<file path="src/rtl/pfp_pkg.sv">
package pfp_pkg;
  typedef enum logic [1:0] {
    ST_IDLE  = 2'd0,
    ST_HDR   = 2'd1,
    ST_DATA  = 2'd2,
    ST_PAUSE = 2'd3
  } pfp_state_e;
endpackage

</file>
<file path="src/rtl/pfp_wrap_ctr.sv">
module pfp_wrap_ctr #(
  parameter int unsigned MAX = 1,
  localparam int unsigned W = (MAX > 0) ? $clog2(MAX + 1) : 1
) (
  input  logic         clk_i,
  input  logic         rst_ni,
  input  logic         clr_i,
  input  logic         inc_i,
  output logic [W-1:0] cnt_o,
  output logic         last_o
);
  assign last_o = (cnt_o == W'(MAX));

  always_ff @(posedge clk_i or negedge rst_ni) begin
    if (!rst_ni)      cnt_o <= '0;
    else if (clr_i)   cnt_o <= '0;
    else if (inc_i)   cnt_o <= last_o ? '0 : cnt_o + 1'b1;
  end
endmodule

</file>
<file path="src/rtl/pfp_mode_track.sv">
module pfp_mode_track #(
  parameter int unsigned MODE_W = 2
) (
  input  logic              clk_i,
  input  logic              rst_ni,
  input  logic [MODE_W-1:0] mode_i,
  input  logic              hdr_off_i,
  output logic              mode_chg_o,
  output logic              hdr_off_o
);
  logic [MODE_W-1:0] mode_q;

  assign mode_chg_o = (mode_i != mode_q);

  always_ff @(posedge clk_i or negedge rst_ni) begin
    if (!rst_ni) begin
      mode_q    <= '0;
      hdr_off_o <= 1'b0;
    end else begin
      mode_q <= mode_i;
      // config only taken on a mode transition
      if (mode_chg_o) hdr_off_o <= hdr_off_i;
    end
  end
endmodule

</file>
<file path="src/rtl/pfp_packetizer.sv">
module pfp_packetizer
  import pfp_pkg::*;
#(
  parameter int unsigned DATA_W      = 8,
  parameter int unsigned MODE_W      = 2,
  parameter int unsigned FRAME_BYTES = 10,
  parameter int unsigned HDR_BYTES   = 6,
  parameter int unsigned PAGE_FRAMES = 50,
  parameter logic [7:0]  HDR_BASE    = 8'hA0
) (
  input  logic              clk_i,
  input  logic              rst_ni,
  input  logic [MODE_W-1:0] mode_i,
  input  logic              pause_i,
  input  logic              hdr_off_i,
  input  logic              in_valid_i,
  input  logic              in_sof_i,
  input  logic [DATA_W-1:0] in_data_i,
  output logic              in_ready_o,
  output logic              out_valid_o,
  output logic [DATA_W-1:0] out_data_o,
  output logic              out_sof_o,
  output logic              out_sop_o,
  output logic              out_hdr_o
);
  localparam int unsigned BYTE_MAX = FRAME_BYTES - 1;
  localparam int unsigned PAGE_MAX = PAGE_FRAMES - 1;
  localparam int unsigned HDR_MAX  = HDR_BYTES - 1;
  localparam int unsigned BYTE_W   = (BYTE_MAX > 0) ? $clog2(BYTE_MAX + 1) : 1;
  localparam int unsigned PAGE_W   = (PAGE_MAX > 0) ? $clog2(PAGE_MAX + 1) : 1;
  localparam int unsigned HDR_W    = (HDR_MAX > 0) ? $clog2(HDR_MAX + 1) : 1;

  pfp_state_e st_q, st_d;

  logic              mode_chg, hdr_off_q;
  logic              accept, hdr_emit, frame_done, page_end;
  logic [BYTE_W-1:0] byte_cnt;
  logic [PAGE_W-1:0] frame_cnt;
  logic [HDR_W-1:0]  hdr_cnt;
  logic              byte_last, frame_last, hdr_last;
  logic [DATA_W-1:0] hdr_byte;

  pfp_mode_track #(.MODE_W(MODE_W)) u_mode (
    .clk_i      (clk_i),
    .rst_ni     (rst_ni),
    .mode_i     (mode_i),
    .hdr_off_i  (hdr_off_i),
    .mode_chg_o (mode_chg),
    .hdr_off_o  (hdr_off_q)
  );

  pfp_wrap_ctr #(.MAX(BYTE_MAX)) u_byte_ctr (
    .clk_i (clk_i), .rst_ni (rst_ni), .clr_i (mode_chg), .inc_i (accept),
    .cnt_o (byte_cnt), .last_o (byte_last)
  );

  pfp_wrap_ctr #(.MAX(PAGE_MAX)) u_page_ctr (
    .clk_i (clk_i), .rst_ni (rst_ni), .clr_i (mode_chg), .inc_i (frame_done),
    .cnt_o (frame_cnt), .last_o (frame_last)
  );

  pfp_wrap_ctr #(.MAX(HDR_MAX)) u_hdr_ctr (
    .clk_i (clk_i), .rst_ni (rst_ni), .clr_i (mode_chg), .inc_i (hdr_emit),
    .cnt_o (hdr_cnt), .last_o (hdr_last)
  );

  assign in_ready_o = (st_q == ST_DATA) && !mode_chg;
  // at a frame boundary only a marked byte opens a frame
  assign accept     = in_ready_o && in_valid_i && (in_sof_i || (byte_cnt != '0));
  assign hdr_emit   = (st_q == ST_HDR) && !mode_chg;
  assign frame_done = accept && byte_last;
  assign page_end   = frame_done && frame_last;
  assign hdr_byte   = DATA_W'(HDR_BASE) + DATA_W'(hdr_cnt);

  always_comb begin
    st_d = st_q;
    if (mode_chg) begin
      if (mode_i == '0)   st_d = ST_IDLE;
      else if (hdr_off_i) st_d = ST_DATA;
      else                st_d = ST_HDR;
    end else begin
      unique case (st_q)
        ST_HDR:   if (hdr_last) st_d = ST_DATA;
        ST_DATA:  if (page_end) st_d = pause_i ? ST_PAUSE : (hdr_off_q ? ST_DATA : ST_HDR);
        ST_PAUSE: if (!pause_i) st_d = hdr_off_q ? ST_DATA : ST_HDR;
        default:  st_d = ST_IDLE;
      endcase
    end
  end

  always_ff @(posedge clk_i or negedge rst_ni) begin
    if (!rst_ni) st_q <= ST_IDLE;
    else         st_q <= st_d;
  end

  always_ff @(posedge clk_i or negedge rst_ni) begin
    if (!rst_ni) begin
      out_valid_o <= 1'b0;
      out_data_o  <= '0;
      out_sof_o   <= 1'b0;
      out_sop_o   <= 1'b0;
      out_hdr_o   <= 1'b0;
    end else begin
      out_valid_o <= accept || hdr_emit;
      out_data_o  <= hdr_emit ? hdr_byte : in_data_i;
      out_sof_o   <= (hdr_emit && hdr_cnt == '0) || (accept && byte_cnt == '0);
      out_sop_o   <= (hdr_emit && hdr_cnt == '0) ||
                     (accept && byte_cnt == '0 && frame_cnt == '0 && hdr_off_q);
      out_hdr_o   <= hdr_emit;
    end
  end
endmodule

</file>
<file path="config.mk">
export PLATFORM = sky130hd
export DESIGN_NAME = pfp_packetizer
export DESIGN_NICKNAME = d
export VERILOG_FILES = /design/src/rtl/pfp_pkg.sv /design/src/rtl/pfp_wrap_ctr.sv /design/src/rtl/pfp_mode_track.sv /design/src/rtl/pfp_packetizer.sv
export SDC_FILE = /design/constraint.sdc
export NUM_CORES = 1
export LEC_CHECK = 0
export ABC_AREA = 1
export BUFFER_PORTS_ARGS = -buffer_cell sky130_fd_sc_hd__buf_2
export CORE_MARGIN = 2
export CORE_UTILIZATION = 52
export DETAILED_ROUTE_END_ITERATION = 12
export PLACE_DENSITY = 0.75
export SETUP_SLACK_MARGIN = 0.15
export SYNTH_ARGS = -nofsm -noshare
export SYNTH_HDL_FRONTEND = slang
export SYNTH_SLANG_ARGS = --single-unit
</file>
<file path="constraint.sdc">
create_clock -name clk_i -period 3.52 [get_ports clk_i]
set_clock_uncertainty 0.15 [all_clocks]
set_input_delay 0.352 -clock clk_i [delete_from_list [all_inputs] [get_ports clk_i]]
set_output_delay 0.352 -clock clk_i [all_outputs]
set_load 0.02 [all_outputs]
</file>
* After elaboration in Yosys (flattened, before gate mapping)
Index checks and enable logic that the tools add are counted.
** Operators by class
- Add/subtract/negate cells :: 4
- Equal/unequal tests :: 10
- Multiplexer cells :: 19
- Reductions and logical operators :: 24
** Operators by type and width (number)
- 6-bit two-way mux :: 3
- 2-bit two-way mux :: 8
- 4-bit two-way mux :: 3
- 1-bit logical AND :: 10
- 3-bit two-way mux :: 3
- 8-bit by 3-bit adder with 8-bit output, first input constant :: 1
- 8-bit two-way mux :: 1
- 6-bit by 1-bit adder with 6-bit output, second input constant :: 1
- 6-bit equality test, second input constant :: 1
- 6-bit zero test :: 1
- 3-bit != test, second input constant :: 2
- 2-bit case mux with 3 select lines :: 1
- 2-bit nonzero test :: 3
- 4-bit by 1-bit adder with 4-bit output, second input constant :: 1
- 2-bit equality test, second input constant :: 2
- 4-bit equality test, second input constant :: 1
- 4-bit zero test :: 1
- 1-bit logical OR :: 4
- 4-bit nonzero test :: 1
- 3-bit by 1-bit adder with 3-bit output, second input constant :: 1
- 3-bit equality test, second input constant :: 1
- 3-bit zero test :: 1
- 3-bit by 2-bit != test with 1-bit output, second input constant :: 1
- 3-bit AND reduction :: 1
- other kinds (4) :: 4
** Word-level totals
- Register bits after elaboration :: 30
- Bits of input ports :: 16
- Output and inout port bits :: 13
- Word-level logic and storage cells :: 68

* Depth between registers and ports, before layout
Gate-level depths: netlist (run 1).
- Depth in word-level cells :: 10
- Mapped depth :: 9
- Depth with buffers taken out :: 9

* Hierarchy
A second synthesis (run 1) with hierarchy kept.
** Unflattened totals
- Cells, all modules :: 198
- Area total of the unflattened synthesis :: 1617.8 um^2
** By module, submodules not included
- pfp_packetizer :: times used 1, cells an instance 79, area an instance 668.1 um^2, sequential area each 350.3 um^2
- pfp_wrap_ctr at u_page_ctr :: times used 1, cells an instance 48, area an instance 390.4 um^2, sequential area each 150.1 um^2
- pfp_wrap_ctr at u_byte_ctr :: times used 1, cells an instance 39, area an instance 266.5 um^2, sequential area each 100.1 um^2
- pfp_wrap_ctr at u_hdr_ctr :: times used 1, cells an instance 19, area an instance 161.4 um^2, sequential area each 75.1 um^2
- pfp_mode_track :: times used 1, cells an instance 13, area an instance 131.4 um^2, sequential area each 75.1 um^2

* Least setup slack after synthesis (run 1)
No wires, ideal clock.
- Kind :: reg2reg
- Start point :: register u_byte_ctr.cnt_o[0]
- End point :: register u_page_ctr.cnt_o[2]
- Library setup time :: 0.118 ns
- Data arrival time :: 1.326 ns
- Slack :: 1.926 ns
- Stages on the path, launching flop included :: 10
- Buffers on the path :: 1
- Clock period less this slack :: 1.594 ns
- Cell sequence :: dfrtp_1 > inv_1 > ha_1 > nand3_1 > nand2_1 > o21ai_4 > nand2_2 > buf_6 > nor2_2 > a21oi_2
** Between the ends
- Longest elaborated chain between the ends :: 5
** RTL lines
- start: declaration :: line pfp_wrap_ctr.sv:9 : output logic [W-1:0] cnt_o,
- start signal: assignment :: line pfp_wrap_ctr.sv:17 : else if (inc_i) cnt_o <= last_o ? '0 : cnt_o + 1'b1;
- 4-bit nonzero test :: line pfp_packetizer.sv:69 : assign accept = in_ready_o && in_valid_i && (in_sof_i || (byte_cnt != '0));
- 1-bit logical OR :: line pfp_packetizer.sv:69
- 1-bit logical AND :: line pfp_packetizer.sv:69
- 1-bit logical AND (*) :: line pfp_packetizer.sv:71 : assign frame_done = accept && byte_last;
- 2-bit nonzero test (no line) (*)
- end signal: assignment :: line pfp_wrap_ctr.sv:17
- end: declaration :: line pfp_wrap_ctr.sv:9
Every way passes the cells marked *; elsewhere a longest branch is shown, timed or not.
A chain may end at the register's enable or synchronous reset.

* Worst setup path after layout (run 1)
- Start point :: register u_mode.mode_q[0]
- End point :: output port in_ready_o
** Between the ends
- Longest elaborated chain between the ends :: 3
** RTL lines
- start: declaration :: line pfp_mode_track.sv:11 : logic [MODE_W-1:0] mode_q;
- start signal: assignment :: line pfp_mode_track.sv:20 : mode_q <= mode_i;
- 2-bit != test :: line pfp_mode_track.sv:13 : assign mode_chg_o = (mode_i != mode_q);
- 1-bit zero test :: line pfp_packetizer.sv:67 : assign in_ready_o = (st_q == ST_DATA) && !mode_chg;
- 1-bit logical AND :: line pfp_packetizer.sv:67
- end: declaration :: line pfp_packetizer.sv:19 : output logic in_ready_o,
No other way between the ends.

==> out/metrics.yaml, run 1 <==
status:
  status: "finished with violations"
  violations: "design-rule violations"
floorplanning:
  die_y_um: 58.78
  initial_core_util_pct: 55.62
  dieWidth_um: 58.78
  dieArea_mm2: 0.003455
  row_count: 19
  core_area_mm2: 0.002805
  ios: 29
sta:
  slew_violations: 0
  tightest_slew_ps: 646.7
  fin_crit_sh_pct: 59.01
  rsz0062_at_grt: "no"
  fmax_mhz: 481.4
  setup_tns_ps: 0
  relSlewSlack_pct: 56.89
  setup-violations-final: 0
  hold_viol_final: 0
  fin_crit_ps: 2077
  whs_ps: 21.34
worst_setup_path:
  cp_slowest_cell: "dfrtp_1"
  cp_max_fo: 16
  end_kind: "output port"
  startpoint_type: "flop"
  required_ps: 3020
  path_class: "flop to output port"
  reg2reg_slack_ps: 1700
  crit_path_frequent_cell: "nand2_1"
  path_delay_family: "simple AND/OR/NAND/NOR gates"
  cpPeakStageDelay_ps: 400
  critPathArrivalTime_ps: 1580
  crit_chain: "nand2_1 > nand2_2 > nor2_4 > nand2_1 > inv_1 > buf_2"
  cp_num_buf_inv: 2
final_layout:
  fin_nets: 235
  drive_above_1_share_pct: 22.54
  final_core_util_pct: 64.27
  area_growth_pct: 15.56
  antennaDiodeCount: 0
  num-fill-cells: 231
  final_common_cell: "nand2_1"
  layout_common_cells: "nand2_1 (36), dfrtp_1 (30), buf_2 (28)"
worst_hold_path:
  hold_class: "input port to flop"
yosys:
  synth-seq-cells: 30
  synth_xor_area_share_pct: 2.807
  postSynthCellCount: 180
  synthesis.area_mm2: 0.001560
  synth-adder-area-share_pct: 4.812
  synth_compound_area_share_pct: 12.03
  synth_nets: 202
  synth_flop_cell: "dfrtp_1"
  synthSimpleGateAreaFrac_pct: 23.74
  ys_seq_area_share_pct: 48.12
  synth_mux_area_share_pct: 0
  yosysWarnings: 0
  synth_top_family_by_area: "simple AND/OR/NAND/NOR gates"
  synth_cell_types: 33
  avgSynthCellArea_um2: 8.668
  synth_edf_count: 0
  async_flop_share_pct: 100.0
global_routing:
  grt_max_degree: 31
  met2_usage_pct: 28.41
  antenna_found_initial: 0
  top_usage_layer: "met2"
  met1_usage_pct: 25.36
  grt_pass1_vias: 1113
  grt_overflow: 0
  track_usage_pct: 18.90
  grt_first_pass_wirelength_um: 4795
  use_met3_pct: 4.615
clock_network:
  cts_sinks: 30
  clock_path_buffers: 2
  root_buffer: "clkbuf_4"
  cts_made_buffers: 5
  clk_pin_slew_worst_paths_ps: 90
  clk_latency_ps: 320
  cts_resized: 0
  cts_hold_buf: 1
  h-tree-depth: 2
  cts_tree: "yes"
  cts_setup_buffers: 0
pwr:
  vdd_ir_drop_max_uv: 280.6
  p_leak_nw: 0.9458
  p_per_area_mw_per_mm2: 504.1
drt:
  routed_wl_um: 2777
  vias: 1228
  drc: 2
  drtPass1Iterations: 8
  ant_nets: 0
  avgViaCountPerCell: 5.033
  first_iter_violations: 71
  wl_per_cell_um: 11.38
placed_design:
  hpwl_um: 2144
  gp_congestion: 0.9365
  io_buffers: 28
run:
  maxCapViolations: 0
-- sequential cells by signal, summed over array words and instances, names as in the netlist --
name and cells:
out_valid_o 1, u_byte_ctr.cnt_o 4, out_sop_o 1, out_hdr_o 1, u_mode.hdr_off_o 1, u_mode.mode_q 2
out_sof_o 1, u_hdr_ctr.cnt_o 3, u_page_ctr.cnt_o 6, st_q 2, out_data_o 8
-- synth_stat cells (all sizes together), types with 2 or more instances --
master	count	share of area (%)
ha	6	4.8
nand2	39	9.9
nand3b	2	0.96
xnor2	2	1.1
o31ai	2	1.3
nand4	4	1.6
xor2	3	1.7
buf	3	1.8
inv	28	6.7
o21ai	14	6.2
a21oi	3	1.2
nand3	17	5.5
dfrtp	30	48
or2	2	0.80
nor2	17	4.7
-- path summary, 6_finish.rpt --
path / cells past startpoint / to / start
worst min register to register: 2 / u_page_ctr.cnt_o[5] / u_page_ctr.cnt_o[5]
worst max-delay path: 6 / in_ready_o / u_mode.mode_q[0]
max in group asynchronous: 2 / out_data_o[2] / rst_ni
worst min-delay path: 1 / u_mode.mode_q[0] / mode_i[0]
min in group asynchronous: 2 / u_page_ctr.cnt_o[0] / rst_ni
worst max register to register: 8 / u_page_ctr.cnt_o[5] / u_byte_ctr.cnt_o[0]
-- metal layers --
metal / routed length (µm) / up-vias
met5: 0 / -
met4: 57 / 0
met3: 98 / 7
met2: 1317 / 17
met1: 1303 / 560
li1: - / 644
-- per-stage QoR --
stage | power, W | setup WS [ps] | cells | area (µm²)
detailed placement | 0.0006403 | 1627 | 236 | 1712
global placement | 0.0006343 | 1685 | 236 | 1712
CTS | 0.0009209 | 1417 | 244 | 1803
floorplan | 0.0005799 | 1926 | 180 | 1560
finish | 0.0009090 | 1443 | 244 | 1803
global route | 0.0009667 | 1307 | 244 | 1803
-- where the power goes --
| part | total (W) | leakage (nW) | internal, W | switching, W |
|---|---|---|---|---|
| clock | 0.000276 | 0.0443 | 0.000165 | 0.000111 |
| combinational | 0.000218 | 0.514 | 0.0000740 | 0.000144 |
| sequential | 0.000414 | 0.387 | 0.000383 | 0.0000314 |
| total | 0.000909 | 0.946 | 0.000622 | 0.000287 |
-- layout make-up --
class | count | area (µm²) | share of cell area [%]
clock inverter | 1 | 30.03 | 1.666
sequential | 30 | 750.7 | 41.64
clock buffer | 6 | 51.30 | 2.845
tap | 31 | 38.79 | 2.151
multi-input combinational | 119 | 676.9 | 37.54
timing repair buffer | 29 | 150.1 | 8.328
inverter | 28 | 105.1 | 5.829
-- cell families (layout without fill, tap and decap cells) --
group	count (synthesis)	after routing
AOI/OAI and AO/OA	26	26
xor gates and xnor gates	5	5
adders and majority gates	6	6
buffers and inverters	31	64
DFF	30	30
and+or+nand+nor	82	82
No activity file was read; power rests on OpenSTA's default activity.
==> run 2: changes to the inputs <==
ABC_AREA = 0   (was 1)
CORE_UTILIZATION = 49   (was 52)
clock period = 1.78 ns   (was 3.52 ns; I/O delays follow)
==> run 2 against run 1 <==
  * The flow now finishes without violations
  * Worst hold slack improved by 46 ps
  * Clock power increased by 52%
  * Synthesized cell count shrank 18%
  * Via count grew 8.5%
==> out/metrics.yaml, run 2 <==
sta:
  slew_violations: 0  # unchanged
  fin_crit_sh_pct: 99.50
  tightest_slew_ps: 657.3  # +10.63 ps
  setup-violations-final: 0  # unchanged
  relSlewSlack_pct: 56.18  # -0.71 points
  rsz0062_at_grt: "yes"
  fmax_mhz: 564.6
  fin_crit_ps: 1771
  hold_viol_final: 0  # unchanged
  whs_ps: 67.07  # +45.73 ps
yosys:
  postSynthCellCount: 147  # -18%
  synth_top_cells_by_count: "dfrtp_1 (30), nand2_1 (19), a21oi_1 (10), nand3_1 (8), nor2_1 (8)"
  synth_cell_types: 37  # +12%
  synth_edf_count: 0  # unchanged
  yosysMostFrequentCell: "dfrtp_1"
  synth_area_leader_cell: "dfrtp_1"
  avgSynthCellArea_um2: 10.19  # +18%
  yosysWarnings: 0  # unchanged
  synth_nets: 169  # -16%
  synthesis.area_mm2: 0.001498  # -4.0%
  synth-seq-cells: 30  # unchanged
  synth_flop_cell: "dfrtp_1"
  synthTopCellsByArea: "dfrtp_1 (50%), ha_1 (5.0%), nand2_1 (4.8%)"
  async_flop_share_pct: 100.0  # unchanged
  synth_top_area_share_pct: 50.13  # +2.0 points
  ys_seq_area_share_pct: 50.13  # +2.0 points
global_routing:
  track_usage_pct: 22.19  # +3.3 points
  grt_first_pass_wirelength_um: 5671  # +18%
  grt_overflow: 0  # unchanged
  grt_max_degree: 31  # unchanged
  antenna_found_initial: 0  # unchanged
  grt_pass1_vias: 1286  # +16%
final_layout:
  drive_above_1_share_pct: 34.31  # +12 points
  top_regs: "out_data_o x8, u_page_ctr.cnt_o x6, u_byte_ctr.cnt_o x4"
  regMostFlops: "out_data_o"
  largest_reg_flops: 8  # unchanged
  fin_nets: 225  # -4.3%
  layout_common_cells: "buf_2 (27), dfrtp_1 (27), nand2_1 (18)"
  antennaDiodeCount: 0  # unchanged
  area_growth_pct: 33.83
  final_core_util_pct: 67.31  # +3.0 points
drt:
  wl_per_cell_um: 14.56  # +28%
  drc: 0  # -2
  drtPass1Iterations: 4  # -4
  first_iter_violations: 46  # -35%
  ant_nets: 0  # unchanged
  avgViaCountPerCell: 5.620  # +12%
  routed_wl_um: 3451  # +24%
  vias: 1332  # +8.5%
clock_network:
  cts_made_buffers: 5  # unchanged
  cts_tree: "yes"
  clk_latency_ps: 320  # about the same
  cts_sinks: 30  # unchanged
  clock_path_buffers: 2  # unchanged
  clk_pin_slew_worst_paths_ps: 100  # about the same
  root_buffer: "clkbuf_4"
  h-tree-depth: 2  # unchanged
floorplanning:
  row_count: 20  # +1
  dieWidth_um: 59.29  # +0.87%
  die_y_um: 59.29  # +0.87%
  core_area_mm2: 0.002978  # +6.2%
  initial_core_util_pct: 50.29  # -5.3 points
  ios: 29  # unchanged
  dieArea_mm2: 0.003515  # +1.7%
pwr:
  switchingPower_w: 0.0004246  # +48%
  power_frac_seq_pct: 51.4  # +5.8 points
  swShare_pct: 28.82  # -2.7 points
  power.internal_w: 0.001049  # +69%
  pwr-share-comb_pct: 20.1  # -3.9 points
  p_leak_nw: 0.8878  # -6.1%
  vdd_ir_drop_max_uv: 669.0  # +140%
  power_frac_clock_pct: 28.5  # -1.9 points
  p_per_area_mw_per_mm2: 735.1  # +46%
placed_design:
  hpwl_um: 2259  # +5.4%
  gp_congestion: 0.8385  # -10%
  io_buffers: 28  # unchanged
run:
  maxCapViolations: 0  # unchanged
worst_setup_path:
  cp_max_fo: 12  # -4
  cp_num_buf_inv: 2  # unchanged
  required_ps: 1450  # -1570 ps
  path_delay_family: "flip-flops"
  startpoint_type: "flop"
  cpPeakStageDelay_ps: 420  # +20 ps
  path_class: "flop to output port"
  critPathArrivalTime_ps: 1440  # -140 ps
  crit_chain: "xnor2_2 > nand2_2 > buf_6 > nor2_2 > buf_4"
  cp_slowest_cell: "dfrtp_1"
  end_kind: "output port"
status:
  status: "finished clean"
worst_hold_path:
  hold_class: "input port to flop"
==> run 2: cell types whose count changed after synthesis, sizes merged, moves of 4 or more <==
| cell | previous run | this run |
|---|---|---|
| a21oi | 3 | 10 |
| and2 | 0 | 4 |
| inv | 28 | 6 |
| mux2 | 0 | 4 |
| nand2 | 39 | 19 |
| nand2b | 0 | 4 |
| nand3 | 17 | 9 |
| nor2 | 17 | 8 |
| o21ai | 14 | 7 |
==> run 2: kinds of logic (layout without fill, tap and decap cells) <==
family / count (synthesis) / in the layout / share of synthesized area (%)
AOI/OAI and AO/OA: 26 / 26 / 11.03
adders and majority gates: 6 / 6 / 5.012
muxes: 5 / 5 / 3.676
buffers and inverters: 8 / 65 / 2.088
and+or+nand+nor: 67 / 67 / 25.15
xor gates and xnor gates: 5 / 5 / 2.924
DFF: 30 / 30 / 50.13
==> run 2: area by class of cell <==
class	instances	area (µm²)
Clock buffer	7	55.05
Tap cell	33	41.29
Multi-Input combinational cell	109	777.0
Inverter	6	22.52
Fill cell	234	973.4
Timing Repair Buffer	51	349.1
Sequential cell	30	754.5
Clock inverter	1	5.005
==> run 2: final timing paths <==
check / slack [ps] / endpoint / depth (start not counted) / from
worst min register to register: 430 / u_page_ctr.cnt_o[1] / 2 / u_page_ctr.cnt_o[1]
worst max-delay path: 9 / in_ready_o / 5 / u_mode.mode_q[0]
worst max register to register: 30 / out_sop_o / 5 / u_byte_ctr.cnt_o[0]
max in group asynchronous: 740 / st_q[0] / 2 / rst_ni
min in group asynchronous: 270 / u_hdr_ctr.cnt_o[1] / 2 / rst_ni
worst min-delay path: 70 / out_sof_o / 4 / in_sof_i
==> run 2: tightest hold or removal path: stages <==
cell and delay [ps]:
buf_2 110, nand2_1 60, or4_4 120, nand2_1 40
==> run 2: metal layers <==
layer,track usage [%],share of wire (%),up-vias
met5,0,0,-
met4,10.06,2.2,0
met3,6.769,5.2,6
met2,36.11,50,45
met1,26.91,43,645
li1,-,-,636
==> run 2: stage by stage <==
step           setup TNS [ps]  total power, W  instances  setup slack [ps]  instance area (µm²)
6_report                    0        0.001473        237             8.922                 2004
5_1_grt                -235.5        0.001550        237            -62.82                 2004
4_1_cts                     0        0.001469        232             8.518                 1931
3_5_place_dp                0        0.001014        211             36.94                 1728
3_3_place_gp                0        0.001005        211             92.45                 1728
2_1_floorplan               0       0.0009134        147             67.25                 1518
==> run 2: timing repair <==
item,in CTS,in global routing
hold endpoints to repair,41,1
buffers inserted,2,4
pin swaps,3,7
endpoints found under the setup margin,11,16
gates resized for setup,6,10
hold buffers,11,1
==> run 2: power by group through the flow <==
stage | logic (W) | clock network [W] | registers (W)
3_3_place_gp | 0.000242 | 0 | 0.000763
5_1_grt | 0.000324 | 0.000464 | 0.000763
6_report | 0.000297 | 0.000419 | 0.000757
2_1_floorplan | 0.000127 | 0 | 0.000786
3_5_place_dp | 0.000250 | 0 | 0.000764
4_1_cts | 0.000286 | 0.000433 | 0.000751
